### src/rtl/lic_pkg.sv
package lic_pkg;

    // One grant per port cycle: at most one of these is set.
    typedef struct packed {
        logic fetch;
        logic coef;
    } pm_grant_t;

    // Where the next fetch response is taken from.
    typedef enum logic [1:0] {
        SRC_NONE = 2'd0,
        SRC_HELD = 2'd1,
        SRC_PORT = 2'd2
    } fetch_src_t;

    localparam int unsigned LIC_LINES  = 32;
    localparam int unsigned LIC_ADDR_W = 16;
    localparam int unsigned LIC_DATA_W = 32;

    // Round-robin successor of a slot index.
    function automatic int unsigned next_slot(input int unsigned cur, input int unsigned lines);
        return (cur == lines - 1) ? 0 : cur + 1;
    endfunction

endpackage

### src/rtl/lic_tag_cam.sv
module lic_tag_cam #(
    parameter int unsigned LINES  = 32,
    parameter int unsigned ADDR_W = 16,
    localparam int unsigned IDX_W = $clog2(LINES)
) (
    input  logic              clk,
    input  logic              rst,
    input  logic              flush,
    input  logic [ADDR_W-1:0] look_addr,
    output logic              hit,
    output logic [IDX_W-1:0]  hit_idx,
    input  logic              fill_en,
    input  logic [ADDR_W-1:0] fill_addr,
    output logic [IDX_W-1:0]  fill_idx
);
    import lic_pkg::*;

    logic [LINES-1:0]  valid_q;
    logic [LINES-1:0]  match;
    logic [ADDR_W-1:0] tag_q [LINES];
    logic [IDX_W-1:0]  ptr_q;

    for (genvar g = 0; g < LINES; g++) begin : g_cmp
        assign match[g] = valid_q[g] && (tag_q[g] == look_addr);
    end

    always_comb begin
        hit     = |match;
        hit_idx = '0;
        for (int i = 0; i < LINES; i++) begin
            if (match[i]) hit_idx = IDX_W'(i);
        end
    end

    assign fill_idx = ptr_q;

    always_ff @(posedge clk) begin
        if (rst || flush) begin
            valid_q <= '0;
            ptr_q   <= '0;
        end else if (fill_en) begin
            valid_q[ptr_q] <= 1'b1;
            ptr_q          <= IDX_W'(next_slot(int'(ptr_q), LINES));
        end
    end

    always_ff @(posedge clk) begin
        if (fill_en && !flush) tag_q[ptr_q] <= fill_addr;
    end


    flush_clears_chk: assert property (@(posedge clk) disable iff (rst)
        flush |=> (valid_q == '0));


    fill_lands_chk: assert property (@(posedge clk) disable iff (rst)
        (fill_en && !flush) |=> (valid_q[$past(ptr_q)] && tag_q[$past(ptr_q)] == $past(fill_addr)));


    no_dup_tag_chk: assert property (@(posedge clk) disable iff (rst)
        $onehot0(match));

endmodule

### src/rtl/lic_data_ram.sv
module lic_data_ram #(
    parameter int unsigned LINES  = 32,
    parameter int unsigned DATA_W = 32,
    localparam int unsigned IDX_W = $clog2(LINES)
) (
    input  logic              clk,
    input  logic              we,
    input  logic [IDX_W-1:0]  waddr,
    input  logic [DATA_W-1:0] wdata,
    input  logic [IDX_W-1:0]  raddr,
    output logic [DATA_W-1:0] rdata
);
    logic [DATA_W-1:0] mem [LINES];

    always_ff @(posedge clk) begin
        if (we) mem[waddr] <= wdata;
    end

    assign rdata = mem[raddr];

endmodule

### src/rtl/lic_port_arb.sv
module lic_port_arb (
    input  logic               clk,
    input  logic               rst,
    input  logic               fetch_req,
    input  logic               fetch_hit,
    input  logic               coef_req,
    output lic_pkg::pm_grant_t grant,
    output logic               fetch_ready,
    output logic               coef_ready
);
    import lic_pkg::*;

    logic wait_q;
    logic coef_first;

    assign coef_first = wait_q && coef_req;

    always_comb begin
        grant = '0;
        if (coef_first) begin
            grant.coef = 1'b1;
        end else if (fetch_req && !fetch_hit) begin
            grant.fetch = 1'b1;
        end else begin
            grant.coef = coef_req;
        end
    end

    assign fetch_ready = !(coef_first && !fetch_hit);
    assign coef_ready  = !grant.fetch;

    always_ff @(posedge clk) begin
        if (rst) wait_q <= 1'b0;
        else     wait_q <= coef_req && !coef_ready;
    end


    one_grant_chk: assert property (@(posedge clk) disable iff (rst)
        $onehot0(grant));


    coef_stall_once_chk: assert property (@(posedge clk) disable iff (rst)
        (coef_req && !coef_ready) |=> (!coef_req || coef_ready));

endmodule

### src/rtl/loop_icache.sv
module loop_icache #(
    parameter int unsigned LINES  = lic_pkg::LIC_LINES,
    parameter int unsigned ADDR_W = lic_pkg::LIC_ADDR_W,
    parameter int unsigned DATA_W = lic_pkg::LIC_DATA_W
) (
    input  logic              clk,
    input  logic              rst,
    input  logic              flush,
    input  logic              fetch_req,
    input  logic [ADDR_W-1:0] fetch_addr,
    output logic              fetch_ready,
    output logic              fetch_valid,
    output logic [DATA_W-1:0] fetch_instr,
    input  logic              coef_req,
    input  logic [ADDR_W-1:0] coef_addr,
    output logic              coef_ready,
    output logic              coef_valid,
    output logic [DATA_W-1:0] coef_data,
    output logic              pm_req,
    output logic [ADDR_W-1:0] pm_addr,
    input  logic [DATA_W-1:0] pm_rdata
);
    import lic_pkg::*;

    localparam int unsigned IDX_W = $clog2(LINES);

    pm_grant_t         grant;
    fetch_src_t        src_q;
    logic              fill_pend_q;
    logic [ADDR_W-1:0] fill_addr_q;
    logic              cam_hit;
    logic              fwd_hit;
    logic              any_hit;
    logic [IDX_W-1:0]  hit_idx;
    logic [IDX_W-1:0]  fill_idx;
    logic [DATA_W-1:0] ram_rdata;
    logic [DATA_W-1:0] held_q;
    logic              coef_valid_q;
    logic              fetch_take;

    // A fill in flight is visible to a lookup one cycle before it lands.
    assign fwd_hit = fill_pend_q && (fill_addr_q == fetch_addr);
    assign any_hit = cam_hit || fwd_hit;

    lic_tag_cam #(.LINES(LINES), .ADDR_W(ADDR_W)) i_cam (
        .clk       (clk),
        .rst       (rst),
        .flush     (flush),
        .look_addr (fetch_addr),
        .hit       (cam_hit),
        .hit_idx   (hit_idx),
        .fill_en   (fill_pend_q),
        .fill_addr (fill_addr_q),
        .fill_idx  (fill_idx)
    );

    lic_data_ram #(.LINES(LINES), .DATA_W(DATA_W)) i_ram (
        .clk   (clk),
        .we    (fill_pend_q && !flush),
        .waddr (fill_idx),
        .wdata (pm_rdata),
        .raddr (hit_idx),
        .rdata (ram_rdata)
    );

    lic_port_arb i_arb (
        .clk         (clk),
        .rst         (rst),
        .fetch_req   (fetch_req),
        .fetch_hit   (any_hit),
        .coef_req    (coef_req),
        .grant       (grant),
        .fetch_ready (fetch_ready),
        .coef_ready  (coef_ready)
    );

    assign fetch_take = fetch_req && fetch_ready;
    assign pm_req     = grant.fetch || grant.coef;
    assign pm_addr    = grant.fetch ? fetch_addr : coef_addr;

    always_ff @(posedge clk) begin
        if (rst) begin
            src_q        <= SRC_NONE;
            fill_pend_q  <= 1'b0;
            coef_valid_q <= 1'b0;
        end else begin
            fill_pend_q  <= grant.fetch;
            coef_valid_q <= grant.coef;
            if (!fetch_take)      src_q <= SRC_NONE;
            else if (grant.fetch) src_q <= SRC_PORT;
            else                  src_q <= SRC_HELD;
        end
    end

    always_ff @(posedge clk) begin
        if (grant.fetch) fill_addr_q <= fetch_addr;
        if (fetch_take)  held_q      <= fwd_hit ? pm_rdata : ram_rdata;
    end

    assign fetch_valid = (src_q != SRC_NONE);
    assign fetch_instr = (src_q == SRC_PORT) ? pm_rdata : held_q;
    assign coef_valid  = coef_valid_q;
    assign coef_data   = pm_rdata;


    miss_returns_chk: assert property (@(posedge clk) disable iff (rst)
        grant.fetch |=> (fetch_valid && fetch_instr == pm_rdata));


    hit_no_port_chk: assert property (@(posedge clk) disable iff (rst)
        (fetch_req && any_hit) |-> !grant.fetch);


    coef_resp_chk: assert property (@(posedge clk) disable iff (rst)
        coef_valid |-> $past(coef_req && coef_ready));


    fetch_resp_chk: assert property (@(posedge clk) disable iff (rst)
        fetch_valid |-> $past(fetch_req && fetch_ready));

endmodule

### config.mk
export PLATFORM = sky130hd
export DESIGN_NAME = loop_icache
export DESIGN_NICKNAME = d
export VERILOG_FILES = /design/src/rtl/lic_pkg.sv /design/src/rtl/lic_tag_cam.sv /design/src/rtl/lic_data_ram.sv /design/src/rtl/lic_port_arb.sv /design/src/rtl/loop_icache.sv
export SDC_FILE = /design/constraint.sdc
export NUM_CORES = 2
export LEC_CHECK = 0
export BUFFER_PORTS_ARGS = -buffer_cell sky130_fd_sc_hd__buf_2
export CAP_MARGIN = 10
export CORE_MARGIN = 2
export CORE_UTILIZATION = 55
export CTS_BUF_LIST = sky130_fd_sc_hd__clkbuf_4 sky130_fd_sc_hd__clkbuf_8 sky130_fd_sc_hd__clkbuf_16
export CTS_CLUSTER_DIAMETER = 100
export DETAILED_ROUTE_END_ITERATION = 7
export PLACE_DENSITY_LB_ADDON = 0.3
export SETUP_SLACK_MARGIN = 0.15
export SLEW_MARGIN = 5
export SYNTH_ARGS = -nofsm -noshare
export SYNTH_HDL_FRONTEND = slang
export SYNTH_SLANG_ARGS = --single-unit
### constraint.sdc
create_clock -name clk -period 5.9 [get_ports clk]
set_input_delay 0.59 -clock clk [delete_from_list [all_inputs] [get_ports clk]]
set_output_delay 0.59 -clock clk [all_outputs]
set_load 0.03 [all_outputs]
==> reports/summary.md <==
The tools report the kind of start point of the critical path as a register. The maximum buffer depth of the clock tree is 3, and the vertical die dimension is 359 um. Clock skew on the completed layout was measured at 31.3 ps.

Broken down by cell family, the worst path's largest delay share belongs to simple AND/OR/NAND/NOR gates. The number of instances in the synthesized netlist is 4678. The flow ran to the end, and the final reports show no timing, DRC or antenna violations. The HPWL reported at the end of detailed placement was 118 mm. Worst min-delay path category: input pin to register. The number of buffers and inverters on the critical path is 2. In the routed layout, each cell is associated on average with a via count of 6.48. The total track usage came out at 0.308. The critical path is of the register to output port type. The run gives 0.0693 mm2 as the post-synthesis instance area.

Via count of the first global-routing pass: 42887. The power per unit of standard cell area came out at 307 mW/mm2. Setup repair after global routing left no endpoint under its margin. The slew of the pin with the lowest slew margin is 1190 ps. The placed instances occupy a cell area of 0.0732 mm2.

The largest net degree at the start of global routing is 77. Across the run, the number of max-cap violations was 0. The final layout contains 4994 nets. The arrival time at the worst endpoint came out at 4680 ps. From left edge to right edge, the die measures 359 um. TritonCTS built the clock tree. The tools report the cell area after layout as 0.0787 mm2. After detailed routing, the average wire length per cell comes to 29.9 um.

Once detail routing completed, the nets flagged for antenna violations numbered 0. The share of async-settable or async-resettable flops after synthesis works out to 0. The detailed router placed 43524 vias in this run. Total count of max-transition violations in the final report: 0.

In this run the worst path has a maximum fanout of 34. The slowest stage of the critical path belongs to the cell or4_1. The sequential-to-total area share from yosys stat is 0.699. The root buffer cell chosen for the clock tree is clkbuf_16.

The signal on the critical path passes through xor2_1 > nor4_1 > nand2_1 > nor4_1 > or4_1 > nor2b_1 > nand4_1 > nor2_1 > nand2_1 > a21oi_4 > buf_12 > mux2_2 > buf_2. Synthesis inferred 1626 register bits. Placeable core region: 0.125 mm2. In this design, the stage delay of the slowest critical-path cell is 590 ps. Total of buffers placed on input and output ports: 153. In this run, post-CTS hold repair placed 0 buffers. Setup violations remaining at the end of the flow were counted as 0. IR analysis of the VDD net gives a maximum drop of 0.302 mV. Relative to the synthesized area, the layout overhead comes to 13.6%. The worst hold-check slack is 55.1 ps, and the number of antenna violations at the first check in global routing is 3.

The most instantiated flip-flop cell in the synthesis netlist was edfxtp_1. In this run the static leakage power is 26.7 nW. Worst slew margin relative to its limit: 0.201. Number of buffers added for setup after CTS: 0. The floorplan has 130 rows.

The run gives 0 as the overflow left after global routing. For the number of iterations in the first detailed-routing pass, the log shows 6. The logs give 0 for the number of remaining DRC errors and 190 MHz for the highest clock rate. Data on the critical path is required at its endpoint by 5310 ps. The kind of end point of the critical path was an output port. Routability-driven placement finished with a final weighted congestion of 0.923.

In this run, CTS created clock tree buffers numbering 163. The first routing iteration left 5627 violations. Counting distinct cell types in the post-synthesis netlist gives 92. A synthesized cell averages 14.8 um2.

In this run, post-CTS repair resized a total of 0 instances. Number of synthesized flops with an enable pin: 1584. The filler cells instantiated in the layout total 8955. The final clock period utilization by the worst path is 0.893.

Yosys printed 0 warnings. The run gives 0 as the final hold violation count. The effective utilization at floorplan was 0.553.

For this design, the sink count on the clock tree is 1626. The H-tree was split into 4 levels. At the later pin of the worst-skew pair, clock insertion delay measures 810 ps. The number of nets in the synthesized netlist is 4752, and the register clock-pin slew on the reported worst setup and hold paths is 60 ps.

154 I/O pins were placed. The proportion of layout cells with a drive suffix above 1 was 0.177; the final critical path time including I/O delays and setup was 5270 ps. The run gives 0.129 mm2 as the die area. The first-pass GRT wire length is 289 mm. Total detailed-routing wirelength: 201 mm.
-- layer usage --
| metal | GRT usage | routed length, um | vias up |
|---|---|---|---|
| met1 | 0.407 | 75400 | 21745 |
| met4 | 0.138 | 9480 | 2 |
| met2 | 0.504 | 95700 | 2753 |
| li1 | - | - | 18446 |
| met5 | 0 | 13 | - |
| met3 | 0.0517 | 20100 | 578 |
-- worst register-to-register path, delay by kind of cell, from the launching register on --
| kind | cells | cell delay (ps) |
|---|---|---|
| xor gates and xnor gates | 1 | 280 |
| AOI/OAI and AO/OA | 8 | 2330 |
| DFF | 1 | 390 |
| buffers and inverters | 2 | 440 |
| and+or+nand+nor | 4 | 1430 |
-- final timing paths --
check,to,slack [ps],start,depth (start not counted)
hold reg to reg,i_cam.valid_q[0],490,i_cam.valid_q[0],2
hold / removal,fill_pend_q,60,rst,2
setup reg to reg,held_q[3],810,i_cam.tag_q[25][1],15
setup / recovery,pm_addr[2],630,i_cam.tag_q[23][1],13
-- Yosys cell counts, types with 20 or more instances --
library cell / number / area (um2)
nor3_1: 46 / 230
and3_1: 43 / 269
mux2_1: 25 / 282
nor2_1: 119 / 447
inv_1: 22 / 82.6
a21oi_1: 73 / 365
o21ai_0: 77 / 385
edfxtp_1: 1584 / 47600
buf_6: 31 / 349
nor4_1: 121 / 757
mux2i_1: 160 / 1600
a31oi_1: 58 / 363
mux2_2: 161 / 1810
nand2b_1: 30 / 188
nand4_1: 92 / 576
a211oi_1: 78 / 586
buf_2: 67 / 335
xor2_1: 297 / 2600
clkbuf_1: 114 / 428
a32oi_1: 23 / 201
o21ai_1: 21 / 105
and2_1: 27 / 169
nand3_1: 162 / 811
or4_1: 48 / 360
buf_4: 69 / 518
a221oi_1: 30 / 263
xnor2_1: 232 / 2030
nand2_1: 488 / 1830
dfxtp_1: 42 / 841
a2111oi_0: 31 / 272
o211ai_1: 20 / 150
nand4b_1: 28 / 245
-- cell families (layout without fill, tap and decap cells) --
kind of cell	count (synthesis)	in the layout	share of synthesized area
other	0	1	0
XOR/XNOR	531	531	0.0673
buffers and inverters	321	704	0.0267
multiplexers	347	347	0.0536
AO/OA/AOI/OAI	537	537	0.0544
AND/OR/NAND/NOR	1311	1311	0.0983
adder cells (fa/ha/maj)	5	5	0.000903
flip-flops	1626	1626	0.699
-- power by group --
group	switching [mW]	internal [mW]	total, mW
registers	0.0198	12.7	12.7
clock network	4.44	6.08	10.5
logic	0.701	0.257	0.958
total	5.16	19.0	24.2
-- placed cells by master (no fill, tap or decap), types with 48 or more instances in the layout --
| master | n |
|---|---|
| or4_1 | 48 |
| nand4_1 | 92 |
| edfxtp_1 | 1584 |
| mux2_2 | 161 |
| a211oi_1 | 78 |
| xnor2_1 | 232 |
| clkbuf_16 | 167 |
| clkbuf_4 | 49 |
| nand3_1 | 161 |
| mux2i_1 | 160 |
| buf_2 | 153 |
| a21oi_1 | 71 |
| buf_12 | 63 |
| nor4_1 | 120 |
| buf_4 | 159 |
| nor2_1 | 85 |
| xor2_1 | 297 |
| o21ai_0 | 77 |
| nand2_1 | 487 |
| a31oi_1 | 58 |
-- through the flow --
step	utilization	total power, mW	cells	setup slack [ps]	TNS (ps)
3_3_place_gp	0.585	13.9	6405	-76.2	-76.2
6_report	0.629	24.2	6712	630	0
2_1_floorplan	-	13.5	4678	1050	0
4_1_cts	0.629	24.2	6711	638	0
5_1_grt	0.629	24.7	6711	545	0
3_5_place_dp	0.585	13.9	6405	-135	-135
-- registers in the layout, indices dropped and copies added, names as in the netlist --
register / flops
coef_valid: 1
fill_addr_q: 16
fill_pend_q: 1
held_q: 32
i_arb.wait_q: 1
i_cam.fill_idx: 5
i_cam.tag_q: 512
i_cam.valid_q: 32
i_ram.mem: 1024
src_q: 2
-- area by class of cell --
| cell class | instances | area [um2] | area share |
|---|---|---|---|
| repair buffers | 375 | 3220 | 0.0409 |
| inverters | 23 | 86.3 | 0.00110 |
| multi-input cells | 2731 | 19400 | 0.247 |
| clock buffers | 222 | 4630 | 0.0588 |
| clock inverters | 84 | 865 | 0.0110 |
| well taps | 1650 | 2060 | 0.0262 |
| diodes | 1 | 2.50 | 0.0000318 |
| flip-flops and latches | 1626 | 48400 | 0.615 |
Note: power is estimated with default switching activity, not from simulation.
